<file path="config.mk">
export PLATFORM = sky130hd
export DESIGN_NAME = smbus_seq
export DESIGN_NICKNAME = d
export VERILOG_FILES = /design/src/rtl/smbus_seq.sv
export SDC_FILE = /design/constraint.sdc
export NUM_CORES = 1
export LEC_CHECK = 0
export ABC_AREA = 1
export BUFFER_PORTS_ARGS = -buffer_cell sky130_fd_sc_hd__buf_2
export CAP_MARGIN = 10
export CELL_PAD_IN_SITES_DETAIL_PLACEMENT = 2
export CELL_PAD_IN_SITES_GLOBAL_PLACEMENT = 2
export CORE_MARGIN = 4
export CORE_UTILIZATION = 33
export CTS_CLUSTER_DIAMETER = 100
export DETAILED_ROUTE_END_ITERATION = 7
export PLACE_DENSITY_LB_ADDON = 0.1
export SLEW_MARGIN = 20
export SYNTH_ARGS = -nofsm -noshare
export SYNTH_HDL_FRONTEND = slang
export SYNTH_SLANG_ARGS = --single-unit
</file>
<file path="constraint.sdc">
create_clock -name clk -period 3.5 [get_ports clk]
set_input_delay 0.525 -clock clk [delete_from_list [all_inputs] [get_ports clk]]
set_output_delay 0.525 -clock clk [all_outputs]
set_load 0.02 [all_outputs]
</file>
<file path="src/rtl/smbus_seq.sv">
`timescale 1ns/1ps
module smbus_seq (
  input  logic       clk,
  input  logic       rst_n,
  input  logic       reg_we,
  input  logic [5:0] reg_addr,
  input  logic [7:0] reg_wdata,
  output logic [7:0] reg_rdata,
  output logic       bus_req,
  output logic [1:0] bus_op,
  output logic [7:0] bus_tx,
  output logic       bus_last,
  input  logic       bus_rsp,
  input  logic       bus_nack,
  input  logic [7:0] bus_rx
);
  localparam int BUF_N = 32;
  localparam logic [5:0] DATA_LO = 6'h04;
  localparam logic [5:0] DATA_HI = 6'h23;

  typedef enum logic [3:0] {
    S_IDLE, S_START, S_ADDRW, S_CMD, S_WCNT, S_WDATA, S_RSTART,
    S_ADDRR, S_RCNT, S_RDATA, S_WPEC, S_RPEC, S_STOP
  } st_t;

  st_t        st, st_d;
  logic [7:0] prot_q, addr_q, cmd_q, bcnt_q, alrm_a_q, alrm_d0_q, alrm_d1_q, crc_q;
  logic [7:0] data_q [BUF_N];
  logic [4:0] code_q, errc;
  logic       done_q, err;
  logic [5:0] idx_q, idx_d, len_q, len_d, rn, wlen, rlen, bcnt_cl;

  function automatic logic [7:0] crc8(input logic [7:0] c, input logic [7:0] d);
    logic [7:0] x;
    x = c ^ d;
    for (int i = 0; i < 8; i++) x = x[7] ? ((x << 1) ^ 8'h07) : (x << 1);
    return x;
  endfunction

  function automatic logic supported(input logic [7:0] p);
    return (p[6:1] inside {6'h01, 6'h02, 6'h03, 6'h04, 6'h05, 6'h25}) || p[6:0] == 7'h0C || p[6:0] == 7'h0D;
  endfunction

  wire rd       = prot_q[0];
  wire is_quick = prot_q[6:1] == 6'h01;
  wire is_byte  = prot_q[6:1] == 6'h02;
  wire is_bd    = prot_q[6:1] == 6'h03;
  wire is_word  = prot_q[6:1] == 6'h04;
  wire is_blk   = prot_q[6:1] == 6'h05;
  wire is_i2c   = prot_q[6:1] == 6'h25;
  wire is_pc    = prot_q[6:0] == 7'h0C;
  wire is_bpc   = prot_q[6:0] == 7'h0D;
  wire pec_en   = prot_q[7] && !is_quick;
  wire first_rd = (is_quick || is_byte) && rd;
  wire rd_phase = (rd && (is_bd || is_word || is_blk || is_i2c)) || is_pc || is_bpc;
  wire cnt_out  = (is_blk && !rd) || is_bpc;
  wire cnt_in   = (is_blk && rd) || is_bpc;
  wire last_idx = idx_q == len_q - 6'd1;

  assign bcnt_cl = (bcnt_q > 8'd32) ? 6'd32 : bcnt_q[5:0];
  assign wlen = (is_bd && !rd) ? 6'd1 :
                ((is_word && !rd) || is_pc) ? 6'd2 :
                ((is_blk && !rd) || is_bpc || (is_i2c && !rd)) ? bcnt_cl : 6'd0;
  assign rlen = (is_bd && rd) ? 6'd1 :
                ((is_word && rd) || is_pc) ? 6'd2 :
                (is_i2c && rd) ? bcnt_cl : 6'd0;

  assign bus_req  = st != S_IDLE;
  assign bus_last = (st == S_RDATA && last_idx && !pec_en) || st == S_RPEC;

  always_comb begin
    case (st)
      S_START, S_RSTART:                                bus_op = 2'd0;
      S_ADDRW, S_ADDRR, S_CMD, S_WCNT, S_WDATA, S_WPEC: bus_op = 2'd1;
      S_RCNT, S_RDATA, S_RPEC:                          bus_op = 2'd2;
      default:                                          bus_op = 2'd3;
    endcase
    case (st)
      S_ADDRW: bus_tx = {addr_q[7:1], first_rd};
      S_ADDRR: bus_tx = {addr_q[7:1], 1'b1};
      S_CMD:   bus_tx = cmd_q;
      S_WCNT:  bus_tx = {2'b00, wlen};
      S_WDATA: bus_tx = data_q[idx_q[4:0]];
      S_WPEC:  bus_tx = crc_q;
      default: bus_tx = 8'h00;
    endcase
  end

  always_comb begin
    st_d  = st;
    idx_d = idx_q;
    len_d = len_q;
    err   = 1'b0;
    errc  = 5'h00;
    rn    = (st == S_RCNT) ? bus_rx[5:0] : rlen;
    if (bus_rsp) begin
      case (st)
        S_START:  st_d = S_ADDRW;
        S_RSTART: st_d = S_ADDRR;
        S_ADDRW, S_ADDRR: begin
          if (bus_nack) begin
            st_d = S_STOP; err = 1'b1; errc = 5'h10;
          end else if (st == S_ADDRR) begin
            if (cnt_in) st_d = S_RCNT;
            else if (rn != 6'd0) begin st_d = S_RDATA; idx_d = 6'd0; len_d = rn; end
            else st_d = pec_en ? S_RPEC : S_STOP;
          end else if (is_quick) st_d = S_STOP;
          else if (is_byte && rd) begin st_d = S_RDATA; idx_d = 6'd0; len_d = 6'd1; end
          else st_d = S_CMD;
        end
        S_CMD, S_WCNT, S_WDATA: begin
          if (bus_nack) begin
            st_d = S_STOP; err = 1'b1; errc = 5'h11;
          end else if (st == S_CMD && cnt_out) st_d = S_WCNT;
          else if (st != S_WDATA && wlen != 6'd0) begin st_d = S_WDATA; idx_d = 6'd0; len_d = wlen; end
          else if (st == S_WDATA && !last_idx) idx_d = idx_q + 6'd1;
          else st_d = rd_phase ? S_RSTART : (pec_en ? S_WPEC : S_STOP);
        end
        S_RCNT: begin
          if (bus_rx > 8'd32) begin st_d = S_STOP; err = 1'b1; errc = 5'h11; end
          else if (rn != 6'd0) begin st_d = S_RDATA; idx_d = 6'd0; len_d = rn; end
          else st_d = pec_en ? S_RPEC : S_STOP;
        end
        S_RDATA: begin
          if (last_idx) st_d = pec_en ? S_RPEC : S_STOP;
          else idx_d = idx_q + 6'd1;
        end
        S_WPEC: begin
          st_d = S_STOP;
          if (bus_nack) begin err = 1'b1; errc = 5'h11; end
        end
        S_RPEC: begin
          st_d = S_STOP;
          if (bus_rx != crc_q) begin err = 1'b1; errc = 5'h1F; end
        end
        S_STOP:  st_d = S_IDLE;
        default: st_d = st;
      endcase
    end
  end

  always_ff @(posedge clk or negedge rst_n) begin
    if (!rst_n) begin
      st <= S_IDLE; idx_q <= '0; len_q <= '0; code_q <= '0; done_q <= 1'b0;
      prot_q <= '0; addr_q <= '0; cmd_q <= '0; bcnt_q <= '0; crc_q <= '0;
      alrm_a_q <= '0; alrm_d0_q <= '0; alrm_d1_q <= '0;
      for (int i = 0; i < BUF_N; i++) data_q[i] <= '0;
    end else begin
      st <= st_d; idx_q <= idx_d; len_q <= len_d;
      if (err) code_q <= errc;
      if (bus_rsp && st != S_IDLE) begin
        if (bus_op == 2'd1) crc_q <= crc8(crc_q, bus_tx);
        if (st == S_RCNT || st == S_RDATA) crc_q <= crc8(crc_q, bus_rx);
        if (st == S_RDATA) data_q[idx_q[4:0]] <= bus_rx;
        if (st == S_RCNT && bus_rx <= 8'd32) bcnt_q <= bus_rx;
        if (st == S_STOP) done_q <= 1'b1;
      end
      if (reg_we && st == S_IDLE) begin
        if (reg_addr >= DATA_LO && reg_addr <= DATA_HI) data_q[5'(reg_addr - DATA_LO)] <= reg_wdata;
        case (reg_addr)
          6'h00: begin
            prot_q <= reg_wdata; crc_q <= '0;
            if (supported(reg_wdata)) begin
              st <= S_START; done_q <= 1'b0; code_q <= 5'h00;
            end else begin
              done_q <= 1'b1; code_q <= 5'h19;
            end
          end
          6'h02: addr_q    <= reg_wdata;
          6'h03: cmd_q     <= reg_wdata;
          6'h24: bcnt_q    <= reg_wdata;
          6'h25: alrm_a_q  <= reg_wdata;
          6'h26: alrm_d0_q <= reg_wdata;
          6'h27: alrm_d1_q <= reg_wdata;
          default: ;
        endcase
      end
    end
  end

  always_comb begin
    reg_rdata = 8'h00;
    if (reg_addr >= DATA_LO && reg_addr <= DATA_HI) reg_rdata = data_q[5'(reg_addr - DATA_LO)];
    else case (reg_addr)
      6'h00: reg_rdata = prot_q;
      6'h01: reg_rdata = {done_q, 2'b00, code_q};
      6'h02: reg_rdata = addr_q;
      6'h03: reg_rdata = cmd_q;
      6'h24: reg_rdata = bcnt_q;
      6'h25: reg_rdata = alrm_a_q;
      6'h26: reg_rdata = alrm_d0_q;
      6'h27: reg_rdata = alrm_d1_q;
      default: reg_rdata = 8'h00;
    endcase
  end

  assert_busy_not_done_R2: assert property (@(posedge clk) disable iff (!rst_n)
    st != S_IDLE |-> !done_q);
  assert_reject_code_R3: assert property (@(posedge clk) disable iff (!rst_n)
    (reg_we && reg_addr == 6'h00 && st == S_IDLE && !supported(reg_wdata)) |=> (done_q && code_q == 5'h19 && st == S_IDLE));
  assert_step_hold_R4: assert property (@(posedge clk) disable iff (!rst_n)
    (bus_req && !bus_rsp) |=> (bus_req && $stable(bus_op) && $stable(bus_tx)));
  assert_index_bound_R8: assert property (@(posedge clk) disable iff (!rst_n)
    (st == S_WDATA || st == S_RDATA) |-> (idx_q < len_q && len_q <= 6'd32));
  assert_addr_nack_R9: assert property (@(posedge clk) disable iff (!rst_n)
    ((st == S_ADDRW || st == S_ADDRR) && bus_rsp && bus_nack) |=> (st == S_STOP && code_q == 5'h10));
  assert_count_limit_R10: assert property (@(posedge clk) disable iff (!rst_n)
    (st == S_RCNT && bus_rsp && bus_rx > 8'd32) |=> (st == S_STOP && code_q == 5'h11 && $stable(bcnt_q)));
  assert_busy_write_R12: assert property (@(posedge clk) disable iff (!rst_n)
    (st != S_IDLE && reg_we) |=> ($stable(prot_q) && $stable(addr_q) && $stable(cmd_q)));
endmodule

</file>
==> results of run 1 <==
## worst paths after layout
path	start	end	slack (ns)	depth (start not counted)
worst max-delay path	idx_q[0]	bus_tx[0]	0.02	13
worst min-delay path	rst_n	data_q[183]	0.002	1
worst max register to register	st[0]	data_q[10]	0.25	11
worst min register to register	alrm_d0_q[5]	alrm_d0_q[5]	0.49	2
max in group asynchronous	rst_n	alrm_a_q[4]	2.47	2
min in group clk	reg_wdata[4]	prot_q[4]	0.19	3
## power groups by stage
| stage | clock, W | combinational (W) | sequential (W) |
|---|---|---|---|
| 2_1_floorplan | 0 | 0.00396 | 0.00476 |
| 3_3_place_gp | 0 | 0.00590 | 0.00498 |
| 3_5_place_dp | 0 | 0.00620 | 0.00500 |
| 4_1_cts | 0.00530 | 0.00655 | 0.00495 |
| 5_1_grt | 0.00548 | 0.00755 | 0.00501 |
| 6_report | 0.00521 | 0.00691 | 0.00496 |
## registers in the layout, summed over array words and instances, names as in the netlist
register	count
data_q	256
addr_q	8
alrm_a_q	8
alrm_d0_q	8
alrm_d1_q	8
bcnt_q	8
cmd_q	8
crc_q	8
prot_q	8
idx_q	6
len_q	6
code_q	5
st	4
done_q	1
## cell usage after synthesis (all sizes together), types with 2 or more instances
| master | instances | area [um2] |
|---|---|---|
| a21oi | 50 | 254 |
| inv | 273 | 1030 |
| xor2 | 12 | 105 |
| buf | 54 | 278 |
| a22o | 16 | 140 |
| o21ai | 720 | 3610 |
| or2 | 2 | 12.5 |
| o221ai | 17 | 149 |
| a22oi | 60 | 450 |
| nand4 | 25 | 156 |
| clkinv | 2 | 7.51 |
| o22ai | 39 | 244 |
| a32oi | 2 | 36.3 |
| a31oi | 2 | 12.5 |
| a221oi | 19 | 173 |
| a211oi | 2 | 20.0 |
| xnor2 | 13 | 114 |
| ha | 11 | 138 |
| a2111oi | 3 | 26.3 |
| o2111ai | 2 | 17.5 |
| o211ai | 45 | 338 |
| nand2 | 1176 | 4440 |
| nor4 | 14 | 146 |
| nor2 | 179 | 719 |
| nand3 | 158 | 791 |
| clkbuf | 167 | 661 |
| dfrtp | 342 | 8560 |
| a21o | 3 | 22.5 |
| nor3 | 25 | 140 |
## metal layers
metal,global-route usage [%],wire [um],up-vias
met3,4.23,7470,257
met1,45.0,55300,13500
li1,-,-,11500
met5,0,13,-
met4,9.95,4830,2
met2,55.4,58300,778
## logic make-up after synthesis
| logic type | after synthesis | synth area share, % |
|---|---|---|
| flops | 342 | 37.5 |
| simple gates | 1581 | 28.1 |
| fa+ha+maj | 11 | 0.602 |
| xor+xnor | 25 | 0.958 |
| buf+inv | 497 | 8.67 |
| compound gates | 985 | 24.2 |
## through the flow
stage	total power [W]	hold slack [ns]	setup WS, ns	TNS (ns)	instances
3_3_place_gp	0.0109	0.466	-0.612	-123.71	4319
3_5_place_dp	0.0112	0.481	-0.505	-12.87	4320
6_report	0.0171	0.00152	0.0246	0	4441
2_1_floorplan	0.00872	0.229	0.151	0	3441
5_1_grt	0.0180	0.0188	-0.0288	-0.0483	4440
4_1_cts	0.0168	0.0115	-0.0327	-0.0327	4426
## final cells by class
| cell class | instances | area share (%) |
|---|---|---|
| Antenna cell | 1 | 0.00928 |
| Clock inverter | 22 | 1.11 |
| Multi-Input combinational cell | 2602 | 47.0 |
| Clock buffer | 63 | 4.92 |
| Sequential cell | 342 | 31.8 |
| Inverter | 275 | 3.94 |
| Timing Repair Buffer | 205 | 6.90 |
| Tap cell | 931 | 4.32 |
## timing repair
item                       in CTS  in global routing
pin swaps                      11                 10
cloned                          2                  2
setup buffers                  19                 12
setup endpoints to repair      33                 19
hold endpoints to repair        0                  0
gates resized for setup        77                 45
==> run summary, run 1 <==
#FFs+latches synth = 342
Final wirelength = 126000 um
Sw power = 0.00729 W
CP max FO = 14
CP Launch Type = flip-flop
Mapped Area = 0.0228 mm2
CTS tree = done
Initial core utilization = 33.3%
Clock share of power = 30.5%
Leakage = 11.7 nW
Final Hold Fails = 0
Routed Antenna Nets = 0
Worst min path class = in2async
Unique masters post-synth = 57
Htree depth = 2
Worst-Skew Late Latency = 0.60 ns
Worst setup EP type = primary output
Ys Warns = 0
Net Sw Frac = 42.7%
Mapped Cells = 3441
Final core occ = 39.3%
I/O Buffers = 46
Share of layout cells above drive strength 1 = 11.6%
First-pass GRT wire length = 184000 um
Reg power frac = 29.0%
1st-iter DRT viols = 2147
Vias post-DR = 26000
Worst-path clk slew = 0.06 ns
Area growth syn-to-layout = 18.0%
Pwr Density = 633 mW/mm2
CP max stage delay = 0.57 ns
CP arrival = 2.95 ns
Part of the power in combinational logic = 40.5%
Internal = 0.00979 W
Reg area = 0.00856 mm2
CP most frequent cell = nand2_1
Syn_area_per_cell = 6.64 um2
Residual DRC = 0
Post-synth ARST share = 100%
Largest net degree at the start of global routing = 87
Gpl congestion = 0.939
Final Skew = 0.0248 ns
Worst slew pin tran = 0.872 ns
Outcome = complete, no violations
Post-synthesis sequential area ratio = 37.5%
Fillers = 8219
Slew Viols, Final = 0
Row count = 96
CTS sink cnt = 342
Critical setup path kind = reg2out
Final Cell Area = 0.0270 mm2
Critical path's slowest cell = dfrtp_4
NumNets Final = 3511
Die area = 0.0735 mm2
Die width = 271 um
Post-synth EDFFs = 0
Cell Area, Placed = 0.0245 mm2
Num CTS Buffers = 47
Total of max-cap violations = 0
I/O pin total = 47
Area of the core = 0.0686 mm2
DR pass1 iterations = 5
Initial antenna violation count = 6
Most common cell after layout, fill and taps aside = nand2_1
Fin crit period = 3.48 ns
Slew margin rel. = 41.8%
Routed WL per cell = 28.3 um
Setup violators final = 0
Area occupied by multi-input gates = 0.0127 mm2
Vias per cell = 5.86
Bufs on Longest Clock Path = 3
Aggregate global routing overflow = 0
Hold buffers post-CTS = 0
Achievable frequency = 0.288 GHz
Syn_nets = 3479
Crit path cell chain = inv_12 > buf_16 > nand2_1 > nand3_1 > nand2_1 > nand2_1 > nand2_1 > nor2_2 > nand2_4 > nand2_4 > nand3_2 > buf_4 > buf_2
Most frequent cells in the layout = nand2_1 (1142), o21ai_0 (650), dfrtp_1 (339)
Max VDD drop = 0.000357 V
WP data required = 2.97 ns
Tcrit/Tclk final = 99.3%
RSZ-0062 raised after global routing = true
Critical path buffer and inverter count = 4
HPWL after DPL = 85000 um
Vias in the first global route = 27100
Die Ht = 271 um
Top_reg_cell synth = dfrtp_1
GRT Util Overall = 33.1%
Crit path max-delay family = simple AND/OR/NAND/NOR gates
Root buf cell = clkbuf_16
(Power assumes the default switching activity.)
==> run 2, diff against run 1 <==
Settings changed: RECOVER_POWER from default to 100.
==> run summary, run 2 (synthesized netlist as in run 1, its figures left out) <==
NumNets Final = 3511 (unchanged)
Most common cell after layout, fill and taps aside = nand2_1
CP max FO = 41 (+27)
Worst-path clk slew = 0.06 ns (about the same)
Routed Antenna Nets = 0 (unchanged)
Area growth syn-to-layout = 17.6%
Root buf cell = clkbuf_16
I/O Buffers = 46 (unchanged)
Num CTS Buffers = 47 (unchanged)
Routed WL per cell = 28.3 um (about the same)
Most frequent cells in the layout = nand2_1 (1142), o21ai_0 (669), dfrtp_1 (339)
Failing checks = capacitance limit, slew limit
Pwr Density = 636 mW/mm2 (+0.42%)
Vias per cell = 5.85 (-0.15%)
Share of layout cells above drive strength 1 = 11.3% (-0.31 points)
DR pass1 iterations = 5 (unchanged)
Slew Viols, Final = 84 (+84)
Aggregate global routing overflow = 0 (unchanged)
Critical path's slowest cell = dfrtp_4
FF-to-FF path depth = 11 (unchanged)
Htree depth = 2 (unchanged)
Final Hold Fails = 0 (unchanged)
Hold EP = prot_q[4]
Outcome = complete, but fails checks
CP most frequent cell = nand2_2
Crit path cell chain = buf_12 > buf_16 > nor2_2 > nor2_1 > o21ai_0 > nand2_1 > nand2_2 > nand2_1 > nor2_2 > nand4_1 > nand2_2 > nand2_2 > buf_2
Worst slew pin tran = 2.85 ns (+1.98 ns)
RSZ-0062 raised after global routing = true
Die width = 271 um (unchanged)
CP max stage delay = 0.58 ns (about the same)
Largest net degree at the start of global routing = 87 (unchanged)
FF-to-FF Start = st[1]
Max VDD drop = 0.000358 V (+0.17%)
Critical setup path kind = reg2out
CP arrival = 2.93 ns (-0.02 ns)
Area of the core = 0.0686 mm2 (unchanged)
CTS tree = done
Row count = 96 (unchanged)
Final Skew = 0.0207 ns (-0.00407 ns)
Worst setup EP type = primary output
First-pass GRT wire length = 184000 um (unchanged)
Bufs on Longest Clock Path = 3 (unchanged)
CP Launch Type = flip-flop
Fin crit period = 3.46 ns (-0.0163 ns)
Worst min path class = in2reg
Worst-Skew Late Latency = 0.60 ns (about the same)
Initial antenna violation count = 6 (unchanged)
R2r setup slk = 0.21 ns (-0.04 ns)
Tcrit/Tclk final = 98.8% (-0.47 points)
Crit path max-delay family = simple AND/OR/NAND/NOR gates
Vias in the first global route = 27100 (unchanged)
HP Start = reg_wdata[4]
HPWL after DPL = 85000 um (unchanged)
Max reg flops = 256 (unchanged)
Setup violators final = 0 (unchanged)
Die Ht = 271 um (unchanged)
Vias post-DR = 26000 (-0.15%)
Critical path buffer and inverter count = 3 (-1)
Worst R2R End = data_q[10]
I/O pin total = 47 (unchanged)
Residual DRC = 0 (unchanged)
Gpl congestion = 0.939 (unchanged)
Die area = 0.0735 mm2 (unchanged)
CTS sink cnt = 342 (unchanged)
Total of max-cap violations = 1 (+1)
Hold WS = 0.188 ns (+0.186 ns)
GRT Util Overall = 33.1% (unchanged)
Achievable frequency = 0.289 GHz (+0.47%)
WP data required = 2.97 ns (about the same)
Initial core utilization = 33.3% (unchanged)
Hold buffers post-CTS = 0 (unchanged)
Most flop-heavy register = data_q
1st-iter DRT viols = 2096 (-2.4%)
Fin Setup TNS = 0 ns (unchanged)
Leakage = 11.7 nW (-0.28%)
WHS Path Cells = 3
Final wirelength = 126000 um (about the same)
Slew margin rel. = -89.9% (-130 points)
==> run 2: cell types whose count changed in the layout (fill, tap and decap cells not counted), sizes merged <==
| cell | before | now |
|---|---|---|
| buf | 203 | 190 |
| clkbuf | 65 | 78 |
==> run 2: per-stage QoR <==
step           util (%)  instances  cell area [um2]  setup slack (ns)  power [W]
6_report           39.2       4441            26900            0.0409     0.0171
3_5_place_dp       35.7       4320            24500            -0.505     0.0112
3_3_place_gp       35.7       4319            24500            -0.612     0.0109
2_1_floorplan         -       3441            22900             0.151    0.00872
4_1_cts            38.9       4426            26700           -0.0327     0.0168
5_1_grt            39.2       4440            26900           -0.0288     0.0180
==> run 2: routing by layer <==
| metal | track usage [%] | share of wire [%] | routed length (um) |
|---|---|---|---|
| met1 | 45.0 | 44 | 55500 |
| met2 | 55.4 | 46 | 58300 |
| met3 | 4.23 | 5.9 | 7410 |
| met4 | 9.95 | 3.7 | 4690 |
| met5 | 0 | 0.010 | 13 |
==> run 2: timing repair <==
| item | 4_1_cts | 5_1_grt |
|---|---|---|
| gates cloned | 2 | 2 |
| resized for setup | 77 | 45 |
| setup endpoints to repair | 33 | 19 |
| pin swaps | 11 | 10 |
| hold endpoints to repair | 0 | 0 |
| setup buffers | 19 | 12 |
==> run 2: worst reg2reg max path, delay by kind of cell (launching register included) <==
kind / cells / cell delay (ns)
AOI/OAI and AO/OA: 2 / 0.48
buffers and inverters: 3 / 0.65
DFF: 1 / 0.43
and+or+nand+nor: 6 / 1.63
==> run 2: worst max-delay path by stage <==
stage                start            to  slack (ns)  depth (start not counted)
6_report          idx_q[0]     bus_tx[3]        0.04                         13
4_1_cts           idx_q[0]     bus_tx[3]       -0.03                         12
3_3_place_gp   reg_addr[1]   data_q[221]       -0.61                         12
5_1_grt           idx_q[0]     bus_tx[7]       -0.03                         13
2_1_floorplan  reg_addr[2]  reg_rdata[2]        0.15                          9
3_5_place_dp   reg_addr[1]  reg_rdata[4]       -0.50                         12
==> run 2: power by group <==
| part | switching (W) | internal (W) |
|---|---|---|
| clock network | 0.00211 | 0.00311 |
| logic | 0.00465 | 0.00225 |
| registers | 0.000543 | 0.00441 |
==> run 2: area by class of cell <==
type / count / area, um2
fill: 8238 / 41700
inverter: 275 / 1060
clock buffer: 63 / 1330
timing repair buffer: 205 / 1810
multi-input combinational: 2602 / 12600
antenna: 1 / 2.50
sequential: 342 / 8560
tap: 931 / 1160
clock inverter: 22 / 299
==> run 3, diff against run 2 <==
Settings changed: PLACE_DENSITY from default to 0.88, PLACE_DENSITY_LB_ADDON 0.1 to default.
==> run summary, run 3 (synthesized netlist as in run 1, its figures left out) <==
Vias in the first global route = 29600 (+9.3%)
Internal = 0.00956 W (-2.2%)
Initial core utilization = 33.3% (unchanged)
Most common cell after layout, fill and taps aside = nand2_1
Final Hold Fails = 0 (unchanged)
GRT Util Overall = 34.4% (+1.3 points)
Crit path max-delay family = simple AND/OR/NAND/NOR gates
RSZ-0062 raised after global routing = true
Final Skew = 0.0538 ns (+0.0330 ns)
I/O pin total = 47 (unchanged)
Slew Viols, Final = 66 (-21%)
Leakage = 11.5 nW (-1.6%)
Max VDD drop = 0.000470 V (+31%)
Crit path cell chain = inv_1 > nand2_1 > nor2_4 > nand3_1 > nand3_1 > buf_4 > nand2_1 > nand2_1 > nand2_1 > nand3_2 > buf_4 > buf_2
Aggregate global routing overflow = 0 (unchanged)
Critical setup path kind = reg2out
Die area = 0.0735 mm2 (unchanged)
Routed Antenna Nets = 0 (unchanged)
Worst-Skew Late Latency = 0.62 ns (+0.02 ns)
Gpl congestion = 0.953 (+1.5%)
Die Ht = 271 um (unchanged)
Htree depth = 2 (unchanged)
CTS sink cnt = 342 (unchanged)
Achievable frequency = 0.269 GHz (-7.1%)
Pwr Density = 664 mW/mm2 (+4.4%)
HPWL after DPL = 81600 um (-4.0%)
Outcome = complete, but fails checks
Most frequent cells in the layout = nand2_1 (1143), o21ai_0 (694), dfrtp_1 (340)
Setup violators final = 27 (+27)
Die width = 271 um (unchanged)
Worst slew pin tran = 2.07 ns (-0.778 ns)
Worst min path class = in2reg
Final wirelength = 142000 um (+13%)
Post-Place Setup Slack = -0.152 ns (+0.353 ns)
Failing checks = capacitance limit, slew limit, setup timing
Worst setup margin = -0.223 ns (-0.264 ns)
Critical path buffer and inverter count = 4 (+1)
Worst setup EP type = primary output
Total of max-cap violations = 1 (unchanged)
Sw power = 0.00805 W (+10%)
I/O Buffers = 46 (unchanged)
Max reg flops = 256 (unchanged)
Bufs on Longest Clock Path = 3 (unchanged)
WP data required = 2.97 ns (about the same)
Slew margin rel. = -38.0% (+52 points)
Residual DRC = 0 (unchanged)
1st-iter DRT viols = 3582 (+71%)
CP Launch Type = flip-flop
DR pass1 iterations = 6 (+1)
NumNets Final = 3490 (-0.60%)
Critical path's slowest cell = dfrtp_1
CTS tree = done
Row count = 96 (unchanged)
CP arrival = 3.20 ns (+0.27 ns)
Initial antenna violation count = 4 (-2)
CP most frequent cell = nand2_1
Worst-path clk slew = 0.07 ns (about the same)
Hold WS = 0.222 ns (+0.0341 ns)
Area of the core = 0.0686 mm2 (unchanged)
Routed WL per cell = 32.1 um (+13%)
Area growth syn-to-layout = 16.1%
Vias post-DR = 28700 (+11%)
Fin crit period = 3.72 ns (+0.264 ns)
Most flop-heavy register = data_q
First-pass GRT wire length = 195000 um (+5.5%)
Share of layout cells above drive strength 1 = 10.5% (-0.78 points)
Net Sw Frac = 45.7% (+2.9 points)
Num CTS Buffers = 43 (-8.5%)
Tcrit/Tclk final = 106% (+7.5 points)
Part of the power in combinational logic = 43.4% (+3.0 points)
Reg power frac = 28.4% (-0.6 points)
CP max FO = 4 (-90%)
Clock share of power = 28.2% (-2.4 points)
CP max stage delay = 0.43 ns (-0.15 ns)
Vias per cell = 6.50 (+11%)
Largest net degree at the start of global routing = 80 (-8.0%)
Root buf cell = clkbuf_16
## run 3: cell count changes in the layout (fill, tap and decap cells not counted), sizes merged
cell         delta
clkinv          +5
dlygate4sd3     +1
bufinv          -1
buf            -17
clkinvlp        -3
diode           +1
clkbuf          -8
bufbuf          +1
inv             -2
## run 3: final timing paths
path / slack, ns / cells after the start / end / startpoint
min reg2reg: 0.52 / 2 / alrm_d0_q[1] / alrm_d0_q[1]
min in group asynchronous: 1.07 / 2 / data_q[240] / rst_n
max: -0.22 / 12 / bus_tx[0] / prot_q[5]
max reg2reg: -0.22 / 9 / alrm_a_q[1] / st[0]
max in group asynchronous: 0.40 / 3 / crc_q[3] / rst_n
min: 0.22 / 3 / prot_q[7] / reg_wdata[7]
## run 3: final cells by class
| class | count | area (um2) |
|---|---|---|
| antenna | 2 | 5.00 |
| clock buffer | 58 | 1230 |
| clock inverter | 20 | 240 |
| fill | 8120 | 42100 |
| inverter | 275 | 1050 |
| multi-input combinational | 2602 | 12600 |
| sequential | 342 | 8560 |
| tap | 931 | 1160 |
| timing repair buffer | 187 | 1700 |
| timing repair inverter | 1 | 8.76 |
## run 3: stage by stage
| step | utilization [%] | cells | TNS, ns | power [W] | cell area, um2 |
|---|---|---|---|---|---|
| 2_1_floorplan | - | 3441 | 0 | 0.00872 | 22900 |
| 3_3_place_gp | 35.6 | 4310 | -0.426 | 0.0107 | 24400 |
| 3_5_place_dp | 35.6 | 4310 | -0.688 | 0.0112 | 24400 |
| 4_1_cts | 38.2 | 4403 | -0.0548 | 0.0167 | 26200 |
| 5_1_grt | 38.7 | 4417 | -2.92 | 0.0182 | 26500 |
| 6_report | 38.7 | 4418 | -2.30 | 0.0176 | 26500 |
## run 3: power groups by stage
stage	Clock, W	Sequential, W	Combinational, W
after floorplan	0	0.00476	0.00396
after global placement	0	0.00492	0.00583
after detailed placement	0	0.00497	0.00622
after CTS	0.00494	0.00495	0.00683
after global routing	0.00514	0.00502	0.00802
final	0.00497	0.00500	0.00765
## run 3: worst min-delay path, cell delays in order
cell	delay, ns
buf_2	0.11
nand2_1	0.07
o21ai_0	0.08
## run 3: layer usage
metal / vias to the layer above / wire length [um] / track usage, %
li1: 11500 / - / -
met1: 14400 / 52300 / 41.7
met4: 2 / 12600 / 21.7
met3: 831 / 13900 / 7.34
met5: - / 13 / 0
met2: 1956 / 63000 / 55.8
## run 3: repair_timing
| action | in CTS | in global routing |
|---|---|---|
| hold buffers | 1 | 0 |
| endpoints found under the hold margin | 63 | 0 |
| gates cloned | 5 | 5 |
| setup buffers | 9 | 8 |
| setup endpoints to repair | 15 | 19 |
| gates resized for setup | 37 | 61 |
| pin swaps | 4 | 7 |
